### src/rtl/dma_arb_pkg.sv
package dma_arb_pkg;
  typedef enum logic [1:0] {
    ARB_IDLE = 2'd0,
    ARB_WAIT = 2'd1,
    ARB_HOLD = 2'd2,
    ARB_GAP  = 2'd3
  } arb_state_t;
endpackage

### src/rtl/prio_pick.sv
module prio_pick #(
  parameter int N  = 4,
  localparam int IW = (N > 1) ? $clog2(N) : 1
) (
  input  logic [N-1:0]  req,
  output logic          valid,
  output logic [IW-1:0] idx
);
  always_comb begin
    idx = '0;
    for (int i = N - 1; i >= 0; i--) begin
      if (req[i]) idx = IW'(i);
    end
    valid = |req;
  end
endmodule

### src/rtl/arb_ctrl.sv
module arb_ctrl
  import dma_arb_pkg::*;
#(
  parameter int N  = 4,
  localparam int IW = (N > 1) ? $clog2(N) : 1
) (
  input  logic          clk,
  input  logic          rst,
  input  logic          snp_valid,
  input  logic [IW-1:0] snp_idx,
  input  logic          pln_valid,
  input  logic [IW-1:0] pln_idx,
  input  logic [N-1:0]  xfer_done,
  input  logic          bus_grant,
  output logic          req_snp,
  output logic          req_pln,
  output logic [N-1:0]  ack
);
  arb_state_t    st_q;
  logic [IW-1:0] win_q;
  logic          win_done;
  logic          req_any;

  assign win_done = xfer_done[win_q];
  assign req_any  = req_snp | req_pln;

  always_ff @(posedge clk) begin
    if (rst) begin
      st_q    <= ARB_IDLE;
      win_q   <= '0;
      req_snp <= 1'b0;
      req_pln <= 1'b0;
      ack     <= '0;
    end else begin
      ack <= '0;
      case (st_q)
        ARB_IDLE: begin
          if (snp_valid) begin
            win_q   <= snp_idx;
            req_snp <= 1'b1;
            st_q    <= ARB_WAIT;
          end else if (pln_valid) begin
            win_q   <= pln_idx;
            req_pln <= 1'b1;
            st_q    <= ARB_WAIT;
          end
        end
        ARB_WAIT: begin
          if (bus_grant) begin
            ack  <= N'(1) << win_q;
            st_q <= ARB_HOLD;
          end
        end
        ARB_HOLD: begin
          if (win_done) begin
            req_snp <= 1'b0;
            req_pln <= 1'b0;
            st_q    <= ARB_GAP;
          end
        end
        ARB_GAP:  st_q <= ARB_IDLE;
        default:  st_q <= ARB_IDLE;
      endcase
    end
  end

  AST_ONE_REQ: assert property (@(posedge clk) disable iff (rst)
    !(req_snp && req_pln));
  AST_ACK_ONEHOT: assert property (@(posedge clk) disable iff (rst)
    $onehot0(ack));
  AST_ACK_PULSE: assert property (@(posedge clk) disable iff (rst)
    (|ack) |=> !(|ack));
  AST_ACK_NEEDS_GRANT: assert property (@(posedge clk) disable iff (rst)
    ((|ack) && !$past(rst)) |-> $past(bus_grant));
  AST_REQ_HELD: assert property (@(posedge clk) disable iff (rst)
    ($fell(req_any) && !$past(rst)) |-> $past(|xfer_done));
  AST_GAP_LOW: assert property (@(posedge clk) disable iff (rst)
    ($fell(req_any) && !$past(rst)) |=> !req_any);
  AST_TYPE_STABLE: assert property (@(posedge clk) disable iff (rst)
    (req_snp && !$past(rst) && $past(req_any)) |-> $past(req_snp));
endmodule

### src/rtl/dma_bus_arbiter.sv
module dma_bus_arbiter #(
  parameter int NCH = 4,
  localparam int IW = (NCH > 1) ? $clog2(NCH) : 1
) (
  input  logic           clk,
  input  logic           rst,
  input  logic [NCH-1:0] chan_req,
  input  logic [NCH-1:0] snoop_sel,
  input  logic [NCH-1:0] xfer_done,
  input  logic           bus_grant,
  output logic           bus_req_snp,
  output logic           bus_req_plain,
  output logic [NCH-1:0] chan_ack
);
  logic [1:0]          grp_valid;
  logic [1:0][IW-1:0]  grp_idx;
  logic [1:0][NCH-1:0] grp_req;

  assign grp_req[0] = chan_req & snoop_sel;
  assign grp_req[1] = chan_req & ~snoop_sel;

  for (genvar g = 0; g < 2; g++) begin : g_grp
    prio_pick #(.N(NCH)) u_pick (
      .req   (grp_req[g]),
      .valid (grp_valid[g]),
      .idx   (grp_idx[g])
    );
  end

  arb_ctrl #(.N(NCH)) u_ctrl (
    .clk       (clk),
    .rst       (rst),
    .snp_valid (grp_valid[0]),
    .snp_idx   (grp_idx[0]),
    .pln_valid (grp_valid[1]),
    .pln_idx   (grp_idx[1]),
    .xfer_done (xfer_done),
    .bus_grant (bus_grant),
    .req_snp   (bus_req_snp),
    .req_pln   (bus_req_plain),
    .ack       (chan_ack)
  );
endmodule

### config.mk
export PLATFORM = sky130hd
export DESIGN_NAME = dma_bus_arbiter
export DESIGN_NICKNAME = d
export VERILOG_FILES = /design/src/rtl/dma_arb_pkg.sv /design/src/rtl/prio_pick.sv /design/src/rtl/arb_ctrl.sv /design/src/rtl/dma_bus_arbiter.sv
export SDC_FILE = /design/constraint.sdc
export NUM_CORES = 1
export LEC_CHECK = 0
export BUFFER_PORTS_ARGS = -buffer_cell sky130_fd_sc_hd__clkbuf_2
export CAP_MARGIN = 10
export CORE_AREA = 2 2 39 41
export CTS_CLUSTER_SIZE = 20
export DETAILED_ROUTE_END_ITERATION = 7
export DIE_AREA = 0 0 41 43
export MAX_ROUTING_LAYER = met4
export PLACE_DENSITY = 0.7
export SLEW_MARGIN = 20
export SYNTH_ARGS = -nofsm -noshare
export SYNTH_HDL_FRONTEND = slang
export SYNTH_SLANG_ARGS = --single-unit
### constraint.sdc
create_clock -name clk -period 3.4 [get_ports clk]
set_input_delay 0.51 -clock clk [delete_from_list [all_inputs] [get_ports clk]]
set_output_delay 0.51 -clock clk [all_outputs]
set_load 0.01 [all_outputs]
* Word-level counts from Yosys, hierarchy flattened
Index checks and enable logic that the tools add are counted.
** Cells by class
- Divide/modulo/power cells :: 0
- Add/subtract/negate cells :: 0
- Shift-type cells :: 1
- Mux-type cells :: 23
- Magnitude comparators :: 1
- Multipliers :: 0
- Bitwise logic cells :: 5
- Reduce and logical (&&, ||, !) cells :: 10
- Eq/ne operators :: 9
** Operator list (count)
- two-way mux 2 bit :: 14
- AND 4 bit :: 2
- != test 2 bit, second input constant :: 4
- one-hot mux 2 bit (4 select lines) :: 1
- OR reduction 4 bit :: 2
- AND reduction 3 bit :: 2
- two-way mux 1 bit :: 5
- == test 2 bit, second input constant :: 2
- inverter 4 bit :: 1
- one-hot mux 1 bit (2 select lines) :: 2
- AND reduction 4 bit :: 1
- nonzero test 2 bit :: 2
- << shifter 1 x 2 -> 4 bit, first input constant :: 1
- < comparator 2 x 3 -> 1 bit, second input constant :: 1
- != test 3 bit, second input constant :: 1
- OR reduction 3 bit :: 1
- binary-select mux 1 bit (select 2 bit) :: 1
- == test 2 x 1 -> 1 bit, second input constant :: 1
- zero test 2 bit :: 1
- != test 2 x 1 -> 1 bit, second input constant :: 1
- inverter 1 bit :: 2
- AND reduction 2 bit :: 1
** Storage, ports and cells
- Bits in latches :: 0
- RAM bits :: 0
- Output and inout port bits :: 6
- Memories kept :: 0
- Flip-flop bits (word level) :: 10
- Input bits :: 15
- Word-level logic and storage cells :: 54
- Memory bits (read-only) :: 0

* Longest topological paths before layout
Gate-level depths: netlist (run 1).
- Word-level depth :: 8
- Mapped depth :: 6

* Hierarchy
From an unflattened synthesis (run 1), not the netlist that was laid out.
** Unflattened totals
- Cells, all modules :: 76
- Area, all modules :: 639.4 µm²
** By module, submodules not included
- arb_ctrl :: cells an instance 54, instances 1, area each 519.2 µm²
- prio_pick :: cells an instance 7, instances 2, area each 35.0 µm²
- dma_bus_arbiter :: cells an instance 8, instances 1, area each 50.0 µm²

* Worst setup path before layout (run 1)
No wires, ideal clock.
- Path type :: input to register
- Start point :: in chan_req[1]
- End point :: reg u_ctrl.req_pln
- Arrival time :: 1.499 ns
- Library setup time :: 0.126 ns
- Stages :: 4
- Slack :: 1.775 ns
- Cells stage by stage :: or4_4 and2_2 a41oi_2 a2111oi_2
** Between the ends
- Longest elaborated chain between the ends :: 4
** RTL lines
- start: declaration :: RTL line dma_bus_arbiter.sv:7 : input logic [NCH-1:0] chan_req,
- AND 4 bit, on equally long branches :: RTL line dma_bus_arbiter.sv:20, dma_bus_arbiter.sv:19
- OR reduction 4 bit :: RTL line prio_pick.sv:14 : valid = |req;
- != test 2 bit (no source line)
- AND reduction 4 bit (no source line) (*)
- end signal: assignment :: RTL line arb_ctrl.sv:32 : req_pln <= 1'b0;
- end signal: assignment :: RTL line arb_ctrl.sv:44 : req_pln <= 1'b1;
- end signal: assignment :: RTL line arb_ctrl.sv:57 : req_pln <= 1'b0;
- end: declaration :: RTL line arb_ctrl.sv:16 : output logic req_pln,
Mark *: on every way between the ends. The rest lies on a longest branch, timed or not.
A chain may end at the register's enable or synchronous reset.

* Worst setup path after layout (run 1)
- Start point :: reg u_ctrl.win_q[0]
- End point :: reg u_ctrl.st_q[1]
** Between the ends
- Longest elaborated chain between the ends :: 4
** RTL lines
- start: declaration :: RTL line arb_ctrl.sv:20 : logic [IW-1:0] win_q;
- start signal: assignment :: RTL line arb_ctrl.sv:39 : win_q <= snp_idx;
- start signal: assignment :: RTL line arb_ctrl.sv:43 : win_q <= pln_idx;
- binary-select mux 1 bit (select 2 bit) :: RTL line arb_ctrl.sv:24 : assign win_done = xfer_done[win_q];
- two-way mux 1 bit (implied by the code) :: RTL line arb_ctrl.sv:24
- != test 2 x 1 -> 1 bit (no source line)
- AND reduction 3 bit (no source line)
- end signal: assignment :: RTL line arb_ctrl.sv:29 : st_q <= ARB_IDLE;
- end signal: assignment :: RTL line arb_ctrl.sv:41 : st_q <= ARB_WAIT;
- end signal: assignment :: RTL line arb_ctrl.sv:45 : st_q <= ARB_WAIT;
- end: declaration :: RTL line arb_ctrl.sv:19 : arb_state_t st_q;
No other way between the ends. The select of a mux whose other input is x is not followed.

==> results of run 1 <==
## layer usage
metal,vias to the layer above,wire (um),GRT usage
li1,278,-,-
met1,247,537,0.209
met2,18,557,0.228
met3,0,67,0.0785
met4,0,0,0.0600
met5,-,0,-
## stage by stage
stage	hold WS (ns)	instances	area [um2]	total power [W]	util
after floorplan	0.449	61	557	0.000336	-
after global placement	0.479	97	677	0.000388	0.489
after detailed placement	0.488	97	677	0.000391	0.489
after CTS	0.498	101	713	0.000502	0.515
after global routing	0.529	101	713	0.000536	0.515
final	0.491	101	713	0.000496	0.515
## final cells by class
class,count,share of cell area
well taps,16,0.0281
repair buffers,20,0.140
inverters,7,0.0368
flip-flops and latches,10,0.281
multi-input cells,44,0.463
clock buffers,4,0.0509
## cell usage after synthesis, drive strengths merged
library cell | n | area (um2)
inv | 7 | 26.3
or4 | 1 | 11.3
o221ai | 1 | 15.0
and2 | 1 | 7.51
nor2 | 3 | 11.3
or4b | 1 | 10.0
a31oi | 2 | 12.5
mux4 | 1 | 22.5
mux2i | 1 | 10.0
a22oi | 1 | 12.5
nor2b | 1 | 6.26
nand4 | 1 | 6.26
nand3b | 2 | 15.0
a211oi | 1 | 7.51
nand2b | 1 | 6.26
a41oi | 1 | 16.3
nand2 | 4 | 15.0
a22o | 1 | 8.76
ha | 3 | 37.5
nand3 | 3 | 15.0
nor3 | 4 | 20.0
dfxtp | 10 | 200
a221oi | 1 | 8.76
o21ai | 5 | 25.0
a2111oi | 1 | 15.0
a21oi | 3 | 15.0
## cell families after synthesis
kind of cell / count (synthesis) / synth area share
fa+ha+maj: 3 / 0.0674
buf+inv: 7 / 0.0472
mux: 2 / 0.0584
compound gates: 17 / 0.245
flops: 10 / 0.360
simple gates: 22 / 0.222
## flip-flops by register name, indices dropped and copies added (netlist names)
name            count
u_ctrl.ack          4
u_ctrl.req_pln      1
u_ctrl.req_snp      1
u_ctrl.st_q         2
u_ctrl.win_q        2
## how the worst min path moves through the flow
stage,to,cells past startpoint
detailed placement,u_ctrl.ack[1],1
global placement,u_ctrl.ack[0],1
global route,u_ctrl.req_pln,2
finish,u_ctrl.ack[1],1
floorplan,u_ctrl.ack[1],1
CTS,u_ctrl.ack[1],1
## power groups by stage
stage	clock (W)	combinational [W]	sequential [W]
finish	0.000107	0.000215	0.000174
global route	0.000117	0.000240	0.000179
CTS	0.000112	0.000216	0.000175
detailed placement	0	0.000213	0.000177
global placement	0	0.000212	0.000176
floorplan	0	0.000157	0.000179
## worst register-to-register path: stages (launching register included)
cell,delay [ns]
dfxtp_1,0.42
mux4_2,0.57
o221ai_2,0.22
mux2i_1,0.20
nor2_1,0.05
==> summary.md, run 1 <==
| Metric | Value |
|---|---|
| Reg2reg setup slack | `1.83 ns` |
| Clk pin slew, worst setup/hold paths | `0.07 ns` |
| Worst setup margin | `1.83 ns` |
| Clk sinks | `10` |
| DRT iter0 DRCs | `14` |
| Pwr dens | `695 mW/mm2` |
| Fillers | `141` |
| Storage element area | `approximately 200 um2` |
| DRC Markers | `0` |
| DIE AREA | `0.00176 mm2` |
| Die width | `41 um` |
| CP max FO | `5` |
| WP buf/inv | `0` |
| Vias in the first global route | `454` |
| CP startpoint kind | `flop` |
| Period utilization | `0.462` |
| Hold Path Class | `reg2reg` |
| Area delta synth->final | `28.1%` |
| Antenna Nets Post-Route | `0` |
| Final Skew | `0.00482 ns` |
| Cells on worst reg2reg path | `4` |
| CP max stage delay | `between 0.5 and 0.6 ns` |
| CTS Buffer Depth | `2` |
| H-tree levels | `1` |
| Clock Power Share | `0.216` |
| Run status | `finished, final reports clean` |
| Fmax | `between 600 and 700 MHz` |
| Die Ht | `43 um` |
| Critical Path Source | `u_ctrl.win_q[0]` |
| Seq/Total Area, Yosys | `0.360` |
| Routed WL per cell | `11.5 um` |
| Synthesized area per cell | `9.13 um2` |
| Vias | `543` |
| Comb pwr share | `0.434` |
| Max_cap viols | `0` |
| Crit path cell chain | `mux4_2 -> o221ai_2 -> mux2i_1 -> nor2_1` |
| Num CTS Buffers | `3` |
| Most common cell after layout, fill and taps aside | `clkbuf_2` |
| Library cells used by synthesis | `26` |
| Initial antenna violation count | `0` |
| Postcts setup bufs | `0` |
| Congestion Overflow GR | `0` |
| Psw | `~0.00019 W` |
| Hpwl dp | `923 um` |
| HP Start | `u_ctrl.win_q[1]` |
| Gp weighted congestion | `0.799` |
| Vias per Instance | `about 5.4` |
| Worst-skew pair later-pin latency | `~0.26 ns` |
| Critical path capture point | `u_ctrl.st_q[1]` |
| NumNets Final | `around 100` |
| Crit path DAT | `about 1.7 ns` |
| Post-Route WL | `1.16 mm` |
| CP max stage cell | `mux4_2` |
| Most frequent cells in the layout | `20 x clkbuf_2, 10 x dfxtp_1, 7 x inv_1` |
| Instance count on the critical path | `4` |
| Layout cells sized above 1 | `0.365` |
| Multi-input gate area | `330 um2` |
| Initial Util | `0.402` |
| Fin crit period | `around 1.6 ns` |
| Worst-margin pin slew | `around 0.27 ns` |
| R2r endpoint | `u_ctrl.st_q[1]` |
| Flop pwr share | `0.350` |
| GR Util All Layers | `0.167` |
| TritonCTS clock tree | `built` |
| Endpoints failing hold | `0` |
| Crit path max-delay family | `multiplexers` |
| Diodes inserted | `0` |
| Synth warn | `0` |
| R2r startpoint | `u_ctrl.win_q[0]` |
| Mapped Nets | `79` |
| Fin Setup TNS | `0 ns` |
| Post_cts resized | `0` |
| # setup viols final | `0` |
| Worst vdd rail ir drop | `0.353 mV` |
| Area of the mapped netlist | `557 um2` |
| Hold buffers post-CTS | `0` |
| Port bufs | `20` |
| Crit path required time | `3.55 ns` |
| Final Max Slew Viols | `0` |
| Mapped Cells | `61` |
| Root Driver | `clkbuf_4` |
| Max_slew headroom | `0.821` |
| I/O pins | `21` |
| Rows | `14` |
| Setup CP Type | `reg2reg` |
| Int Power | `between 0.0003 and 0.0004 W` |
| Core box area | `0.00138 mm2` |
| Sw Ratio | `0.376` |
| Unrepaired setup endpoints after global routing | `false` |
| Yosys reg bits | `10` |
| Crit. End Element | `flop` |
| Pre-antenna DRT Iters | `4` |
| Largest net degree at the start of global routing | `10` |
| Leakage | `0.309 nW` |
| First-pass GRT wire length | `1.94 mm` |
| Pre-CTS setup slack | `1.60 ns` |
No activity file was read; power rests on OpenSTA's default activity.
==> inputs of run 2 (changes only) <==
CORE_AREA = unset   (was 2 2 39 41)
CORE_UTILIZATION = 41   (was unset)
DIE_AREA = unset   (was 0 0 41 43)
PLACE_DENSITY = 0.71   (was 0.7)
clock period = 1.3 ns   (was 3.4 ns; I/O delays follow)
==> run 2 against run 1 <==
Effect of this change: the run now ends with negative setup slack left; die area shrank 14%; design area up 25%; first-iteration DRC count down 21%; clock-buffer cell count unchanged; utilization is 24 points higher; via count is 18% higher; largest power group unchanged; register-to-register slack got worse by 2.0 ns.
==> summary.md, run 2 (synthesis gave the netlist of run 1 again) <==
| Metric | Value |
|---|---|
| Run status | `complete, but fails checks` |
| Violated checks | `negative setup slack` |
| # setup viols final | `4 (+4)` |
| Antenna Nets Post-Route | `0 (unchanged)` |
| Vias in the first global route | `575 (+27%)` |
| CP startpoint kind | `flop` |
| Critical Path Source | `u_ctrl.win_q[0]` |
| Fin crit period | `1.44 ns (-0.131 ns)` |
| TritonCTS clock tree | `built` |
| Pre-antenna DRT Iters | `4 (unchanged)` |
| Layout cells sized above 1 | `0.543 (+0.178)` |
| Worst vdd rail ir drop | `1.46 mV (+310%)` |
| Vias per Instance | `5.40 (+0.50%)` |
| Pwr dens | `1900 mW/mm2 (+170%)` |
| Max FFs per register | `4 (unchanged)` |
| Biggest register | `u_ctrl.ack` |
| Congestion Overflow GR | `0 (unchanged)` |
| Initial antenna violation count | `0 (unchanged)` |
| Leakage | `0.410 nW (+33%)` |
| Diodes inserted | `0 (unchanged)` |
| Post-Route WL | `1.48 mm (+28%)` |
| Worst-margin pin slew | `0.238 ns (-0.0305 ns)` |
| H-tree levels | `1 (unchanged)` |
| GR Util All Layers | `0.238 (+0.0711)` |
| Fillers | `95 (-33%)` |
| Area delta synth->final | `60.7%` |
| Port bufs | `20 (unchanged)` |
| I/O pins | `21 (unchanged)` |
| Regs by FF count | `u_ctrl.ack (4), u_ctrl.st_q (2), u_ctrl.win_q (2)` |
| Vias | `643 (+18%)` |
| Gp weighted congestion | `0.860 (+7.6%)` |
| Routed WL per cell | `12.5 um (+8.2%)` |
| DRC Markers | `0 (unchanged)` |
| Post-layout util | `0.754 (+0.239)` |
| Core box area | `0.00119 mm2 (-14%)` |
| Max_slew headroom | `0.841 (+0.0200)` |
| Period utilization | `1.11 (+0.646)` |
| Setup CP Type | `reg2reg` |
| Fmax | `694 MHz (+9.1%)` |
| DRT iter0 DRCs | `11 (-3)` |
| HP Start | `rst` |
| Root Driver | `clkbuf_4` |
| R2r startpoint | `u_ctrl.win_q[0]` |
| CP max FO | `2 (-3)` |
| Hold buffers post-CTS | `0 (unchanged)` |
| Clk sinks | `10 (unchanged)` |
| CTS Buffer Depth | `2 (unchanged)` |
| Die width | `38.9 um (-5.2%)` |
| Crit path DAT | `1.61 ns (-0.12 ns)` |
| Final Max Slew Viols | `0 (unchanged)` |
| Cell Count, Final, Fillers Out | `119 (+18%)` |
| Cell count after placement | `112 (+15%)` |
| Worst-skew pair later-pin latency | `0.27 ns (about the same)` |
| Pre-CTS setup slack | `-0.158 ns (-1.76 ns)` |
| Crit path required time | `1.47 ns (-2.08 ns)` |
| Unrepaired setup endpoints after global routing | `true` |
| DIE AREA | `0.00151 mm2 (-14%)` |
| First-pass GRT wire length | `2.36 mm (+22%)` |
| NumNets Final | `124 (+19%)` |
| Worst setup margin | `-0.140 ns (-1.97 ns)` |
| Hpwl dp | `1.15 mm (+24%)` |
| Storage element area | `201 um2 (+0.62%)` |
| Hold Path Class | `in2reg` |
| Clk pin slew, worst setup/hold paths | `0.07 ns (about the same)` |
| Rows | `12 (-2)` |
| Final Skew | `0.00220 ns (-0.00262 ns)` |
| Most frequent cells in the layout | `20 x clkbuf_2, 20 x buf_4, 9 x dfxtp_1` |
| Max_cap viols | `0 (unchanged)` |
| Initial Util | `0.469 (+0.0671)` |
| Multi-input gate area | `363 um2 (+9.8%)` |
| Endpoints failing hold | `0 (unchanged)` |
| Num CTS Buffers | `3 (unchanged)` |
| Crit. End Element | `flop` |
| Die Ht | `38.9 um (-9.7%)` |
| Largest net degree at the start of global routing | `9 (-1)` |
-- run 2: layout make-up --
| class | instances | area share |
|---|---|---|
| Timing Repair Buffer | 40 | 0.280 |
| Multi-Input combinational cell | 44 | 0.406 |
| Tap cell | 14 | 0.0196 |
| Clock buffer | 4 | 0.0406 |
| Inverter | 7 | 0.0294 |
| Sequential cell | 10 | 0.225 |
-- run 2: report_power, final --
| group | internal [W] | switching, W |
|---|---|---|
| logic | 0.000512 | 0.000451 |
| registers | 0.000394 | 0.0000630 |
| clock network | 0.000170 | 0.000113 |
-- run 2: final timing paths --
path / slack (ns) / endpoint / cells past startpoint
max: -0.14 / u_ctrl.st_q[1] / 4
min: 0.23 / u_ctrl.req_snp / 3
max reg2reg: -0.14 / u_ctrl.st_q[1] / 4
min reg2reg: 0.50 / u_ctrl.req_pln / 2
-- run 2: stage by stage --
stage / total power (W) / hold WS [ns] / area [um2] / TNS [ns]
finish: 0.00170 / 0.225 / 895 / -0.442
global route: 0.00183 / 0.221 / 895 / -0.664
CTS: 0.00160 / 0.216 / 862 / -0.323
detailed placement: 0.00124 / 0.499 / 806 / -0.482
global placement: 0.00122 / 0.480 / 806 / -0.387
floorplan: 0.000888 / 0.267 / 561 / -0.150
-- run 2: timing repair --
action	CTS	global route
setup endpoints to repair	4	4
gates resized for setup	3	3
buffers inserted	1	2
pin swaps	3	0
-- run 2: per-layer routing --
metal	part of all wire	track usage
met1	0.46	0.265
met2	0.49	0.400
met3	0.040	0.0925
met4	0.0074	0.0517
met5	0	-
-- run 2: worst max-delay path: stages, from the launching register on --
cell      delay (ns)
dfxtp_2         0.34
mux4_2          0.54
o221ai_4        0.21
mux2i_1         0.20
nor2_1          0.05
